<file path="config.mk">
export PLATFORM = sky130hd
export DESIGN_NAME = wdg_pulse_reset
export DESIGN_NICKNAME = d
export VERILOG_FILES = /design/src/rtl/wdg_pkg.sv /design/src/rtl/wdg_prescale.sv /design/src/rtl/wdg_pulse.sv /design/src/rtl/wdg_pulse_reset.sv
export SDC_FILE = /design/constraint.sdc
export NUM_CORES = 1
export LEC_CHECK = 0
export BUFFER_PORTS_ARGS = -buffer_cell sky130_fd_sc_hd__buf_2
export CAP_MARGIN = 5
export CORE_ASPECT_RATIO = 2
export CORE_UTILIZATION = 50
export CTS_BUF_LIST = sky130_fd_sc_hd__clkbuf_4 sky130_fd_sc_hd__clkbuf_8
export DETAILED_ROUTE_END_ITERATION = 8
export GPL_TIMING_DRIVEN = 0
export PLACE_DENSITY = 0.84
export SLEW_MARGIN = 15
export SYNTH_ARGS = -nofsm -noshare
export SYNTH_HDL_FRONTEND = slang
export SYNTH_SLANG_ARGS = --single-unit
</file>
<file path="constraint.sdc">
create_clock -name clk -period 2.4 [get_ports clk]
set_input_delay 0.48 -clock clk [delete_from_list [all_inputs] [get_ports clk]]
set_output_delay 0.48 -clock clk [all_outputs]
set_load 0.02 [all_outputs]
</file>
<file path="src/rtl/wdg_pkg.sv">
`timescale 1ns/1ps
package wdg_pkg;
    localparam logic [7:0] ADDR_OUTCFG = 8'hF0;
    localparam logic [7:0] ADDR_CTRL   = 8'hF5;
    localparam logic [7:0] ADDR_TIME   = 8'hF6;

    localparam int BIT_OE      = 7;
    localparam int BIT_STAT    = 6;
    localparam int BIT_EN      = 5;
    localparam int BIT_PULSE   = 4;
    localparam int BIT_MINUTES = 3;

    typedef struct packed {
        logic       oe;
        logic       stat;
        logic       en;
        logic       pulse;
        logic       minutes;
        logic [1:0] pw;
        logic [7:0] cnt;
        logic       fired;
    } wdg_state_t;
endpackage

</file>
<file path="src/rtl/wdg_prescale.sv">
`timescale 1ns/1ps
module wdg_prescale #(
    parameter int TICKS_PER_SEC = 1000,
    parameter int SECS_PER_MIN  = 60
) (
    input  logic clk,
    input  logic rst_n,
    input  logic clr,
    input  logic tick,
    input  logic use_min,
    output logic unit_tick
);
    localparam int MSW = (TICKS_PER_SEC > 1) ? $clog2(TICKS_PER_SEC) : 1;
    localparam int SCW = (SECS_PER_MIN > 1) ? $clog2(SECS_PER_MIN) : 1;
    localparam logic [MSW-1:0] MS_LAST  = MSW'(TICKS_PER_SEC - 1);
    localparam logic [SCW-1:0] SEC_LAST = SCW'(SECS_PER_MIN - 1);

    typedef struct packed {
        logic [MSW-1:0] ms;
        logic [SCW-1:0] sec;
    } psc_t;

    psc_t psc_d, psc_q;
    logic sec_tick, min_tick;

    always_comb begin
        psc_d    = psc_q;
        sec_tick = 1'b0;
        min_tick = 1'b0;
        if (clr) begin
            psc_d = '0;
        end else if (tick) begin
            if (psc_q.ms == MS_LAST) begin
                psc_d.ms = '0;
                sec_tick = 1'b1;
                if (psc_q.sec == SEC_LAST) begin
                    psc_d.sec = '0;
                    min_tick  = 1'b1;
                end else begin
                    psc_d.sec = psc_q.sec + 1'b1;
                end
            end else begin
                psc_d.ms = psc_q.ms + 1'b1;
            end
        end
        unit_tick = use_min ? min_tick : sec_tick;
    end

    always_ff @(posedge clk) begin
        if (!rst_n) psc_q <= '0;
        else        psc_q <= psc_d;
    end

    AST_MS_IN_RANGE: assert property (@(posedge clk) disable iff (!rst_n)
        psc_q.ms <= MS_LAST);
    AST_SEC_IN_RANGE: assert property (@(posedge clk) disable iff (!rst_n)
        psc_q.sec <= SEC_LAST);
    AST_CLR_EMPTIES: assert property (@(posedge clk) disable iff (!rst_n)
        clr |=> (psc_q.ms == '0));
endmodule

</file>
<file path="src/rtl/wdg_pulse.sv">
`timescale 1ns/1ps
module wdg_pulse #(
    parameter int PW_CODE0_MS = 1,
    parameter int PW_CODE1_MS = 25,
    parameter int PW_CODE2_MS = 125,
    parameter int PW_CODE3_MS = 5000
) (
    input  logic       clk,
    input  logic       rst_n,
    input  logic       load,
    input  logic [1:0] code,
    input  logic       clr,
    input  logic       tick,
    output logic       busy
);
    localparam int CW = $clog2(PW_CODE3_MS + 1);

    logic [CW-1:0] left_d, left_q, width;

    always_comb begin
        case (code)
            2'd0:    width = CW'(PW_CODE0_MS);
            2'd1:    width = CW'(PW_CODE1_MS);
            2'd2:    width = CW'(PW_CODE2_MS);
            default: width = CW'(PW_CODE3_MS);
        endcase
        left_d = left_q;
        if (load)                        left_d = width;
        else if (clr)                    left_d = '0;
        else if (tick && left_q != '0)   left_d = left_q - 1'b1;
        busy = (left_q != '0);
    end

    always_ff @(posedge clk) begin
        if (!rst_n) left_q <= '0;
        else        left_q <= left_d;
    end

    AST_PULSE_BOUND: assert property (@(posedge clk) disable iff (!rst_n)
        left_q <= CW'(PW_CODE3_MS));
    AST_PULSE_STARTS: assert property (@(posedge clk) disable iff (!rst_n)
        (load && width != '0) |=> busy);
endmodule

</file>
<file path="src/rtl/wdg_pulse_reset.sv">
`timescale 1ns/1ps
module wdg_pulse_reset
    import wdg_pkg::*;
#(
    parameter int TICKS_PER_SEC = 1000,
    parameter int SECS_PER_MIN  = 60,
    parameter int PW_CODE0_MS   = 1,
    parameter int PW_CODE1_MS   = 25,
    parameter int PW_CODE2_MS   = 125,
    parameter int PW_CODE3_MS   = 5000
) (
    input  logic       clk,
    input  logic       rst_n,
    input  logic       ld_en,
    input  logic       tick_ms,
    input  logic       wr_en,
    input  logic [7:0] addr,
    input  logic [7:0] wdata,
    output logic [7:0] rdata,
    output logic       rst_out_n
);
    wdg_state_t st_d, st_q;
    logic run, time_wr, ctrl_wr, ocfg_wr;
    logic unit_tick, tmo, pulse_busy, stop_clr;

    wdg_prescale #(
        .TICKS_PER_SEC(TICKS_PER_SEC),
        .SECS_PER_MIN (SECS_PER_MIN)
    ) u_psc (
        .clk      (clk),
        .rst_n    (rst_n),
        .clr      (stop_clr),
        .tick     (tick_ms),
        .use_min  (st_q.minutes),
        .unit_tick(unit_tick)
    );

    wdg_pulse #(
        .PW_CODE0_MS(PW_CODE0_MS),
        .PW_CODE1_MS(PW_CODE1_MS),
        .PW_CODE2_MS(PW_CODE2_MS),
        .PW_CODE3_MS(PW_CODE3_MS)
    ) u_pulse (
        .clk  (clk),
        .rst_n(rst_n),
        .load (tmo),
        .code (st_q.pw),
        .clr  (stop_clr),
        .tick (tick_ms),
        .busy (pulse_busy)
    );

    always_comb begin
        time_wr  = wr_en && (addr == ADDR_TIME);
        ctrl_wr  = wr_en && (addr == ADDR_CTRL);
        ocfg_wr  = wr_en && (addr == ADDR_OUTCFG);
        run      = ld_en && st_q.en;
        stop_clr = !run || time_wr;
        tmo      = run && unit_tick && !st_q.fired && !time_wr && (st_q.cnt <= 8'd1);

        st_d = st_q;
        if (time_wr)
            st_d.cnt = wdata;
        else if (run && unit_tick && !st_q.fired)
            st_d.cnt = (st_q.cnt <= 8'd1) ? 8'd0 : st_q.cnt - 8'd1;

        if (stop_clr)  st_d.fired = 1'b0;
        else if (tmo)  st_d.fired = 1'b1;

        if (tmo)                              st_d.stat = 1'b1;
        else if (ctrl_wr && wdata[BIT_STAT])  st_d.stat = 1'b0;

        if (ctrl_wr) begin
            st_d.en      = wdata[BIT_EN];
            st_d.pulse   = wdata[BIT_PULSE];
            st_d.minutes = wdata[BIT_MINUTES];
            st_d.pw      = wdata[1:0];
        end
        if (ocfg_wr) st_d.oe = wdata[BIT_OE];

        case (addr)
            ADDR_OUTCFG: rdata = {st_q.oe, 7'b0};
            ADDR_CTRL:   rdata = {1'b0, st_q.stat, st_q.en, st_q.pulse,
                                  st_q.minutes, 1'b0, st_q.pw};
            ADDR_TIME:   rdata = st_q.cnt;
            default:     rdata = 8'h00;
        endcase

        rst_out_n = !(st_q.fired && st_q.oe && (st_q.pulse ? pulse_busy : 1'b1));
    end

    always_ff @(posedge clk) begin
        if (!rst_n) st_q <= '0;
        else        st_q <= st_d;
    end

    AST_RELOAD_LOADS: assert property (@(posedge clk) disable iff (!rst_n)
        time_wr |=> (st_q.cnt == $past(wdata)));
    AST_IDLE_HOLDS: assert property (@(posedge clk) disable iff (!rst_n)
        (!run && !time_wr) |=> $stable(st_q.cnt));
    AST_IDLE_RELEASES: assert property (@(posedge clk) disable iff (!rst_n)
        !run |=> rst_out_n);
    AST_FLAG_ON_EXPIRY: assert property (@(posedge clk) disable iff (!rst_n)
        $rose(st_q.fired) |-> st_q.stat);
    AST_OUT_NEEDS_OE: assert property (@(posedge clk) disable iff (!rst_n)
        !rst_out_n |-> st_q.oe);
    AST_FLAG_STICKY: assert property (@(posedge clk) disable iff (!rst_n)
        (st_q.stat && !(ctrl_wr && wdata[BIT_STAT])) |=> st_q.stat);
endmodule

</file>
Word-level counts from Yosys, hierarchy flattened
Cells that the tools add are included.
Widths: inputs -> output; s select.
- div/mod/pow operators: 0
- multiplexer cells: 21
- bitwise operators: 1
- $lt $le $gt $ge: 1
- eq/ne operators: 7
- reductions and logical operators: 24
- add/subtract/negate cells: 4
- shift-type cells: 0
- multipliers: 0
- operator list (kind ; number):
    $mux 13 ; 3
    $pmux 13 s3 ; 1
    $eq 8x8->1 const B ; 3
    $mux 8 ; 3
    $pmux 8 s3 ; 1
    $reduce_bool 13->1 ; 1
    $sub 13x1->13 const B ; 1
    $logic_and 1x1->1 ; 12
    $mux 1 ; 11
    $add 10x1->10 const B ; 1
    $eq 10x10->1 const B ; 1
    $mux 10 ; 1
    $le 8x1->1 const B ; 1
    $sub 8x1->8 const B ; 1
    $add 6x1->6 const B ; 1
    $eq 6x6->1 const B ; 1
    $mux 6 ; 1
    $logic_not 1->1 ; 4
    $reduce_bool 2->1 ; 2
    $reduce_bool 3->1 ; 1
    $eq 2x1->1 const B ; 1
    $eq 2x2->1 const B ; 1
    $logic_not 2->1 ; 1
    $reduce_and 2->1 ; 1
    other kinds (3) ; 3
- bits in latches: 0
- memories: 0
- output and inout bits: 9
- ROM bits: 0
- bits in writable memories: 0
- register bits after elaboration: 45
- input port bits: 21

Depth between registers and ports, before layout
Gate-level depths: netlist of run 1.
- word-level depth: 11
- gate-level depth with buffers: 9
- depth with buffers taken out: 8

Cells and area by module
A second synthesis of run 1 with hierarchy kept.
- cell total of the unflattened synthesis: 326
- area, all modules: 2701.3 um2
- modules (own cells, without submodules) (module ; times used ; cells an instance ; area an instance (um2)):
    wdg_pulse_reset ; 1 ; 124 ; 1051.0
    wdg_pulse ; 1 ; 115 ; 909.6
    wdg_prescale ; 1 ; 87 ; 740.7

Worst setup path before layout of run 1
Ideal clock, no wire load.
- path type: flip-flop to output port
- start: register u_pulse.left_q[0]
- end: output port rst_out_n
- data required time: 1920 ps
- path buffers: 0
- stages on the path, launching flop included: 7
- arrival: 2594 ps
- slack: -674 ps
- path through: dfxtp_1 inv_1 ha_1 or3b_4 or4b_4 or2_2 o311ai_0
- word-level cells in the longest chain between the ends: 4
- RTL lines (element ; RTL line ; RTL):
    start: declaration ; wdg_pulse.sv:18 ; logic [CW-1:0] left_d, left_q, width;
    start signal: assignment ; wdg_pulse.sv:36 ; else left_q <= left_d;
    $reduce_bool 13->1 ; wdg_pulse.sv:31 ; busy = (left_q != '0);
    $mux 1 ; wdg_pulse_reset.sv:89 ; rst_out_n = !(st_q.fired && st_q.oe && (st_q.pulse ? pulse_busy : 1'b1));
    $logic_and 1x1->1 ; wdg_pulse_reset.sv:89 ;
    $logic_not 1->1 ; wdg_pulse_reset.sv:89 ;
    end: declaration ; wdg_pulse_reset.sv:20 ; output logic rst_out_n
No other way between the ends.

Final worst setup path of run 1
Same ends and word-level chain as after synthesis.

==> results.toml, run 1 <==
[timing]
max_freq_ghz = 0.3358
fin_crit_sh_pct = 124.1
final-setup-viol-count = 14
finalHoldViolations = 0
fin_ws_ps = -577.7
tightest_slew_ps = 1125
min_period_ps = 2978
setup_tns_ps = -4641
slew_headroom_pct = 23.93
maxSlewViolCount = 0
skew_ps = 8.564
rsz0062_at_grt = "yes"

[drt]
ant_nets = 0
drc_errors = 0
first_pass_iters = 4
wl_per_cell_um = 18.02
avgViaCountPerCell = 6.231
drt-initial-drc-count = 95
wl_mm = 7.640
num_vias = 2642

[run_status]
status = "finished with violations"
violations = "negative setup slack"

[cells_and_area]
diodes = 0
nFillCells = 367
syn2layout_area_growth_pct = 28.19
fin_area_um2 = 3221
final_cell_count_no_fill = 424
fin_util_pct = 66.20
drive_gt1_share_pct = 28.61
layout.nets = 395

[floorplanning]
start_util_pct = 51.65
die_x_um = 52.13
coreArea_um2 = 4865
rows = 36
ios = 30
dieArea_um2 = 5330
die_h_um = 102.2

[clocking]
clock_path_buffers = 2
clock_latency_ps = 300
htreeDepth = 2
numCtsBuffers = 5
clock_sinks = 45
cts.clk_slew.worst_paths_ps = 90
cts_root_buf = "clkbuf_8"
cts_tree = "done"

[synthesis]
synth_top_area_cell = "dfxtp_1"
synth_cell_types = 50
async_flop_share_pct = 0
syn_nets = 345
synth_flop_cell = "dfxtp_1"
yosys-top-cells-area = "dfxtp_1 36%, nand2_1 6.3%, nor2_1 6.1%"
synth_top_area_share_pct = 35.86
synth_area_per_cell_um2 = 7.951
yosys-top-cells-count = "45 x dfxtp_1, 42 x nand2_1, 41 x nor2_1"
syn_area_um2 = 2512
synth-edff-count = 0
synth_cells = 316
ys_ff_latch = 45
seq_area_frac_synth_pct = 35.86
yosysMostFrequentCell = "dfxtp_1"
yosysWarnings = 0

[grt]
grt_pass1_vias = 2593
grt_pass1_wl_mm = 11.90
grt_usage_pct = 30.27
antenna_found_initial = 0
grt_max_degree = 15
grt_overflow = 0

[worst_setup_path]
cp.arrival_ps = 2500
worst_setup_path_end_kind = "output pin"
path_max_fanout = 2
crit_type = "reg -> out"
startpoint_type = "flip-flop"
worstPathRequired_ps = 1920

[pwr]
power_switching_mw = 0.2927
combPwrFrac_pct = 3.4
p_clk_share_pct = 45.9
p_seq_share_pct = 50.7
powerDensity_nw_per_um2 = 457.3
ir_worst_vdd_uv = 437.4
p_sw_share_pct = 19.87
power_leakage_nw = 1.174
internal_power_mw = 1.180

[placed_design]
finalWeightedCongestion = 0.8857
place_area_um2 = 2766
post-place-cells = 400
port_buffers = 27
dpl.hpwl_mm = 5.243

[run]
max_cap_violations = 0

[worst_hold_path]
hold_path.class = "in -> reg"
layer usage:
metal / GRT usage, % / up-vias / part of all wire, %
met5: 0 / - / 0
met4: 21.00 / 0 / 6.6
met3: 4.464 / 39 / 4.0
met2: 56.21 / 113 / 55
met1: 28.82 / 1247 / 35
li1: - / 1243 / -
worst max-delay path, cell delays in order (launching register included):
cell,delay (ps)
dfxtp_2,330
inv_2,70
ha_4,120
or3b_4,390
or4b_4,510
or2_4,290
o311ai_4,310
buf_6,170
placed cells by master, fill, tap and decap left out, types with 6 or more instances in the layout:
master and instances:
a21oi_1 20, a22o_1 7, nand3_1 19, nand4_1 10, buf_6 9, ha_1 7
nand2_1 41, nor3_1 8, a31oi_1 9, inv_1 6, nor2_1 38, buf_4 13
xor2_1 8, dfxtp_1 43, buf_2 26, xnor2_1 10
sequential cells by signal, indices dropped and copies added (netlist names):
signal and flops:
u_psc.psc_q 16, st_q 16, u_pulse.left_q 13
final timing paths:
path | from | to | slack [ps] | cells after the start
worst min register to register | u_psc.psc_q[1] | u_psc.psc_q[1] | 480 | 2
worst max register to register | u_pulse.left_q[0] | u_pulse.left_q[7] | -430 | 10
worst min-delay path | wdata[4] | st_q[12] | 440 | 3
worst max-delay path | u_pulse.left_q[0] | rst_out_n | -580 | 7
cell type report:
class,instances,area [um^2],area share (%)
Multi-Input combinational cell,252,1714,53.22
Sequential cell,45,903.4,28.05
Timing Repair Buffer,45,302.8,9.402
Tap cell,57,71.32,2.214
Clock buffer,5,68.82,2.137
Clock inverter,3,65.06,2.020
Buffer,8,61.31,1.904
Inverter,9,33.78,1.049
through the flow:
stage | setup WS (ps) | power [mW] | hold slack, ps
after floorplan | -116.9 | 0.7819 | 444.4
after global placement | -382.9 | 0.8060 | 465.2
after detailed placement | -423.3 | 0.8069 | 471.0
after CTS | -537.9 | 1.477 | 442.4
after global routing | -588.2 | 1.511 | 439.3
final | -577.7 | 1.473 | 440.9
repair_timing:
action / CTS / global route
pin swaps: 19 / 8
cloned: 0 / 0
gates resized for setup: 31 / 12
setup endpoints to repair: 22 / 32
setup buffers: 14 / 5
hold buffers: 0 / 0
kinds of logic after synthesis:
group / Yosys count / synth area share, %
and+or+nand+nor: 163 / 32.32
AOI/OAI and AO/OA: 62 / 17.03
DFF: 45 / 35.86
xor gates and xnor gates: 19 / 6.624
buffers and inverters: 19 / 4.183
adders and majority gates: 8 / 3.984
power by group through the flow:
stage | Sequential (mW) | Combinational [mW] | Clock (mW)
4_1_cts | 0.747 | 0.0455 | 0.685
5_1_grt | 0.747 | 0.0522 | 0.712
3_5_place_dp | 0.764 | 0.0426 | 0
3_3_place_gp | 0.764 | 0.0417 | 0
6_report | 0.747 | 0.0494 | 0.677
2_1_floorplan | 0.764 | 0.0177 | 0
Note: power is estimated with default switching activity, not from simulation.
==> run 2, diff against run 1 <==
--- a/config.mk
+++ b/config.mk
@@ -8,11 +8,10 @@
 export BUFFER_PORTS_ARGS = -buffer_cell sky130_fd_sc_hd__buf_2
 export CAP_MARGIN = 5
 export CORE_ASPECT_RATIO = 2
-export CORE_UTILIZATION = 50
+export CORE_UTILIZATION = 28
 export CTS_BUF_LIST = sky130_fd_sc_hd__clkbuf_4 sky130_fd_sc_hd__clkbuf_8
 export DETAILED_ROUTE_END_ITERATION = 8
 export GPL_TIMING_DRIVEN = 0
-export PLACE_DENSITY = 0.84
 export SLEW_MARGIN = 15
 export SYNTH_ARGS = -nofsm -noshare
 export SYNTH_HDL_FRONTEND = slang
==> run 2 against run 1 <==
Compared with the run above:
- the flow still finishes with violations (negative setup slack)
- clock power increased by 3%
- clock skew rose by 2.1 ps
- routed wire length is 3.6% lower
- critical path type unchanged
- largest cell class unchanged
==> results.toml, run 2 (synthesis gave the netlist of run 1 again) <==
[timing]
fin_crit_sh_pct = 123.3
skew_ps = 10.67
final-setup-viol-count = 14
slew_headroom_pct = 47.59
min_period_ps = 2958
maxSlewViolCount = 0
finalHoldViolations = 0
rsz0062_at_grt = "yes"
tightest_slew_ps = 779.6
max_freq_ghz = 0.3380
fin_ws_ps = -558.2

[floorplanning]
dieArea_um2 = 9379
ios = 30
coreArea_um2 = 8648
die_h_um = 136.0
rows = 48
start_util_pct = 29.05
die_x_um = 68.98

[clocking]
holdBufCountCts = 0
clock_path_buffers = 2
cts_root_buf = "clkbuf_8"
cts_tree = "done"
clock_latency_ps = 320
numCtsBuffers = 5
cts.clk_slew.worst_paths_ps = 90
clock_sinks = 45
htreeDepth = 2

[cells_and_area]
diodes = 0
layout.nets = 398
drive_gt1_share_pct = 29.19
final_common_cell = "dfxtp_1"
reg_top3 = "st_q x16, u_psc.psc_q x16, u_pulse.left_q x13"
final_cell_mix = "43 x dfxtp_1, 39 x nand2_1, 38 x nor2_1, 26 x buf_2, 20 x nand3_1"
fin_area_um2 = 3289
final_cell_count_no_fill = 470
syn2layout_area_growth_pct = 30.93
nFillCells = 934

[drt]
ant_nets = 0
drt-initial-drc-count = 89
avgViaCountPerCell = 5.402
first_pass_iters = 4
wl_mm = 7.368
num_vias = 2539
drc_errors = 0
wl_per_cell_um = 15.68

[grt]
grt_pass1_wl_mm = 11.94
antenna_found_initial = 0
grt_overflow = 0
grt_max_degree = 15
grt_usage_pct = 17.54
grt_pass1_vias = 2522

[pwr]
internal_power_mw = 1.180
combPwrFrac_pct = 3.3
power_leakage_nw = 1.168
p_sw_share_pct = 20.83
power_switching_mw = 0.3105
p_seq_share_pct = 50.1
ir_worst_vdd_uv = 386.2
powerDensity_nw_per_um2 = 453.2
p_clk_share_pct = 46.6

[worst_setup_path]
worst_setup_path_end_kind = "output pin"
path_max_fanout = 3
path_cells = "inv_2 -> ha_4 -> or3b_4 -> or4b_4 -> or2_4 -> o311ai_4 -> buf_6"
startpoint_type = "flip-flop"
worstPathRequired_ps = 1920
critPathSlowestCell = "or4b_4"
cp.arrival_ps = 2480
rrSetupSlack_ps = -370
critPathMaxStageDelay_ps = 510
crit_type = "reg -> out"

[placed_design]
post-place-cells = 443
place_area_um2 = 2826
finalWeightedCongestion = 0.9137
port_buffers = 27
dpl.hpwl_mm = 5.470

[run_status]
violations = "negative setup slack"
status = "finished with violations"

[worst_hold_path]
hold_path.class = "in -> reg"

[run]
max_cap_violations = 0
## run 2: cell types whose count changed in the layout (fill, tap and decap cells not counted), moves of 2 or more
cell	before	now
buf_4	13	16
nand2_1	41	39
nor4_2	5	2
nand2_2	0	3
nor4_1	0	3
## run 2: area by class of cell
type / instances / area [um^2] / area share [%]
Clock inverter: 3 / 65.06 / 1.978
Buffer: 10 / 86.33 / 2.625
Sequential cell: 45 / 903.4 / 27.46
Tap cell: 100 / 125.1 / 3.804
Clock buffer: 5 / 68.82 / 2.092
Timing Repair Buffer: 46 / 295.3 / 8.977
Multi-Input combinational cell: 252 / 1712 / 52.04
Inverter: 9 / 33.78 / 1.027
## run 2: worst paths after layout
check,startpoint,endpoint,depth (start not counted)
worst max-delay path,u_pulse.left_q[0],rst_out_n,7
worst min-delay path,wdata[7],st_q[8],3
worst max register to register,u_pulse.left_q[0],u_pulse.left_q[9],11
worst min register to register,st_q[12],st_q[12],2
## run 2: power groups by stage
| stage | logic (mW) | registers [mW] | clock network, mW |
|---|---|---|---|
| finish | 0.0493 | 0.747 | 0.695 |
| detailed placement | 0.0441 | 0.764 | 0 |
| CTS | 0.0472 | 0.747 | 0.713 |
| floorplan | 0.0177 | 0.764 | 0 |
| global placement | 0.0431 | 0.764 | 0 |
| global route | 0.0534 | 0.747 | 0.742 |
## run 2: metal layers
layer	GRT usage (%)	vias up	routed length [um]	part of all wire [%]
met5	0	-	0	0
met4	12.02	0	361	4.9
met3	3.104	21	265	3.6
met2	31.88	78	4183	57
met1	16.66	1194	2558	35
li1	-	1246	-	-
## run 2: critical path, delay by kind of cell, from the launching register on
kind	cells	cell delay, ps
and+or+nand+nor	3	1160
DFF	1	340
AOI/OAI and AO/OA	1	300
buffers and inverters	2	240
adders and majority gates	1	130
## run 2: what timing repair did
action,CTS,global route
pin swaps,12,10
endpoints found under the setup margin,24,33
gates resized for setup,22,18
setup buffers,9,10
## run 2: metrics by stage
stage	hold slack (ps)	setup WS, ps	power [mW]	utilization [%]	setup TNS [ps]
5_1_grt	404.8	-609.0	1.542	38.04	-4500
2_1_floorplan	444.4	-116.9	0.7819	-	-156.7
4_1_cts	407.7	-548.9	1.507	36.21	-1631
3_3_place_gp	463.6	-393.2	0.8074	32.61	-9107
3_5_place_dp	462.7	-475.5	0.8084	32.68	-11620
6_report	419.1	-558.2	1.491	38.04	-3203
==> run 3, diff against run 2 <==
--- a/config.mk
+++ b/config.mk
@@ -15,4 +15,5 @@
 export SLEW_MARGIN = 15
 export SYNTH_ARGS = -nofsm -noshare
 export SYNTH_HDL_FRONTEND = slang
+export SYNTH_HIERARCHICAL = 1
 export SYNTH_SLANG_ARGS = --single-unit
==> run 3 against run 2 <==
Compared with the run above:
- the flow still finishes with violations (negative setup slack)
- synthesized cell count up 3.2%
- sequential share of layout area decreased by 0.66 points
- first-iteration DRC count is 21% higher
- routed wire length rose by 7.2%
- via count is 8.5% higher
- die area increased by 7.4%
- sequential cell count stayed put
- clock power fell by 29%
- largest cell class unchanged
- power decreased by 13%
- fmax increased by 17%
- critical path type is now reg -> reg
- setup slack better by 420 ps
==> results.toml, run 3 <==
[grt]
grt_overflow = 0
grt_pass1_vias = 2697
antenna_found_initial = 0
grt_usage_pct = 15.98
grt_pass1_wl_mm = 12.59
grt_max_degree = 16

[cells_and_area]
layout.nets = 411
drive_gt1_share_pct = 28.27
syn2layout_area_growth_pct = 26.82
final_cell_mix = "37 x dfxtp_1, 28 x nor2_1, 28 x buf_2, 26 x nand2_1"
reg_top3 = "st_q x16, u_psc/psc_q x16, u_pulse/left_q x13"
diodes = 0
fin_area_um2 = 3426
final_common_cell = "dfxtp_1"
final_cell_count_no_fill = 486

[synthesis]
synth_cell_types = 58
ys_ff_latch = 45
yosysMostFrequentCell = "dfxtp_1"
synth_cells = 326
synth_flop_cell = "dfxtp_1"
synth-edff-count = 0
synth_top_area_cell = "dfxtp_1"
yosysWarnings = 6
seq_area_frac_synth_pct = 33.35
syn_area_um2 = 2701
yosys-top-cells-count = "45 x dfxtp_1, 30 x nor2_1, 27 x nand2_1"
synth_top_area_share_pct = 33.35
synth_area_per_cell_um2 = 8.286
syn_nets = 356
async_flop_share_pct = 0
yosys-top-cells-area = "dfxtp_1 33%, ha_1 4.2%, nor2_1 4.2%"

[worst_setup_path]
path_max_fanout = 8
worstPathRequired_ps = 2660
worstSetupStartpoint = "u_psc/psc_q[10]"
rr_worst_depth = 11
setup.worst_path.end = "u_pulse/left_q[5]"
cp.arrival_ps = 2800
rrSetupSlack_ps = -140
r2r_end = "u_pulse/left_q[5]"
startpoint_type = "flip-flop"
crit_type = "reg -> reg"
reg2reg_from = "u_psc/psc_q[10]"
worst_setup_path_end_kind = "flip-flop"

[pwr]
ir_worst_vdd_uv = 169.4
power_leakage_nw = 1.252
powerDensity_nw_per_um2 = 380.3

[clocking]
clock_sinks = 45
clock_latency_ps = 310
cts_root_buf = "clkbuf_8"
holdBufCountCts = 0
cts.clk_slew.worst_paths_ps = 90
htreeDepth = 2
numCtsBuffers = 5
cts_tree = "done"
clock_path_buffers = 2

[timing]
skew_ps = 4.741
maxSlewViolCount = 0
tightest_slew_ps = 900.5
setup_tns_ps = -1037
fin_crit_sh_pct = 105.7
slew_headroom_pct = 39.47
final-setup-viol-count = 14
min_period_ps = 2538
max_freq_ghz = 0.3941
fin_ws_ps = -137.7
finalHoldViolations = 0
fin_hold_ws_ps = 421.6
rsz0062_at_grt = "yes"

[drt]
drc_errors = 0
avgViaCountPerCell = 5.667
wl_per_cell_um = 16.25
ant_nets = 0
first_pass_iters = 4
drt-initial-drc-count = 108
num_vias = 2754
wl_mm = 7.896

[worst_hold_path]
hold_path.class = "in -> reg"

[floorplanning]
die_x_um = 71.46
die_h_um = 140.9
dieArea_um2 = 10070
rows = 50
coreArea_um2 = 9384
ios = 30
start_util_pct = 28.79

[placed_design]
post-place-cells = 459
port_buffers = 29
finalWeightedCongestion = 0.9414
place_area_um2 = 3047
place_ws_ps = -708.2
dpl.hpwl_mm = 5.868

[run]
max_cap_violations = 0

[run_status]
status = "finished with violations"
violations = "negative setup slack"
## run 3: cell count changes after synthesis, moves of 5 or more
cell	change
nor2_1	-11
o21ai_0	+8
nand2_1	-15
inv_1	+7
mux2i_1	+7
or3_1	+5
nand3_1	-5
## run 3: power breakdown
part / switching [mW] / leakage, nW / total [mW] / internal [mW]
Clock: 0.287 / 0.0445 / 0.494 / 0.207
Sequential: 0.000607 / 0.367 / 0.743 / 0.743
Combinational: 0.0400 / 0.840 / 0.0658 / 0.0258
## run 3: metal layers
metal	routed length [um]	vias up	GRT usage, %
met2	4596	68	32.13
met3	199	22	2.144
met1	2727	1333	13.76
li1	-	1331	-
met5	0	-	0
met4	372	0	11.04
## run 3: logic make-up (layout without fill, tap and decap cells)
family | count (synthesis) | in the layout | share of synthesized area [%]
flip-flops | 45 | 45 | 33.35
adder cells (fa/ha/maj) | 9 | 9 | 4.169
multiplexers | 7 | 7 | 2.594
AO/OA/AOI/OAI | 83 | 83 | 22.37
AND/OR/NAND/NOR | 143 | 143 | 29.55
buffers and inverters | 28 | 84 | 4.400
XOR/XNOR | 11 | 11 | 3.566
## run 3: layout make-up
| cell class | count | area, um^2 |
|---|---|---|
| buffer | 10 | 73.82 |
| fill | 974 | 5958 |
| timing repair buffer | 51 | 332.8 |
| inverter | 15 | 56.30 |
| tap | 104 | 130.1 |
| multi-input combinational | 253 | 1824 |
| sequential | 45 | 918.4 |
| clock buffer | 5 | 68.82 |
| clock inverter | 3 | 21.27 |
## run 3: worst max-delay path, stage by stage, from the launching register on
cell,delay [ps]
dfxtp_2,340
or3b_1,390
or3_4,400
a211oi_4,210
nand4b_4,180
nor3_4,150
buf_6,160
and2_1,140
buf_6,130
a21oi_1,50
a21oi_1,140
o221a_2,190
## run 3: worst min-delay path by stage
stage / startpoint / to / cells after the start
3_5_place_dp: u_psc/psc_q[1] / u_psc/psc_q[1] / 2
6_report: wdata[1] / st_q[10] / 3
3_3_place_gp: u_pulse/left_q[11] / u_pulse/left_q[11] / 2
5_1_grt: wdata[0] / st_q[9] / 3
4_1_cts: wdata[1] / st_q[10] / 3
2_1_floorplan: u_pulse/left_q[11] / u_pulse/left_q[11] / 2
## run 3: through the flow
| stage | util [%] | total power, mW |
|---|---|---|
| global placement | 32.47 | 0.8245 |
| floorplan | - | 0.7901 |
| detailed placement | 32.47 | 0.8253 |
| finish | 36.51 | 1.303 |
| CTS | 35.01 | 1.323 |
| global route | 36.51 | 1.355 |
## run 3: repair_timing
item,CTS,global route
endpoints found under the setup margin,28,28
pin swaps,12,17
cloned,0,1
resized for setup,26,21
setup buffers,6,15
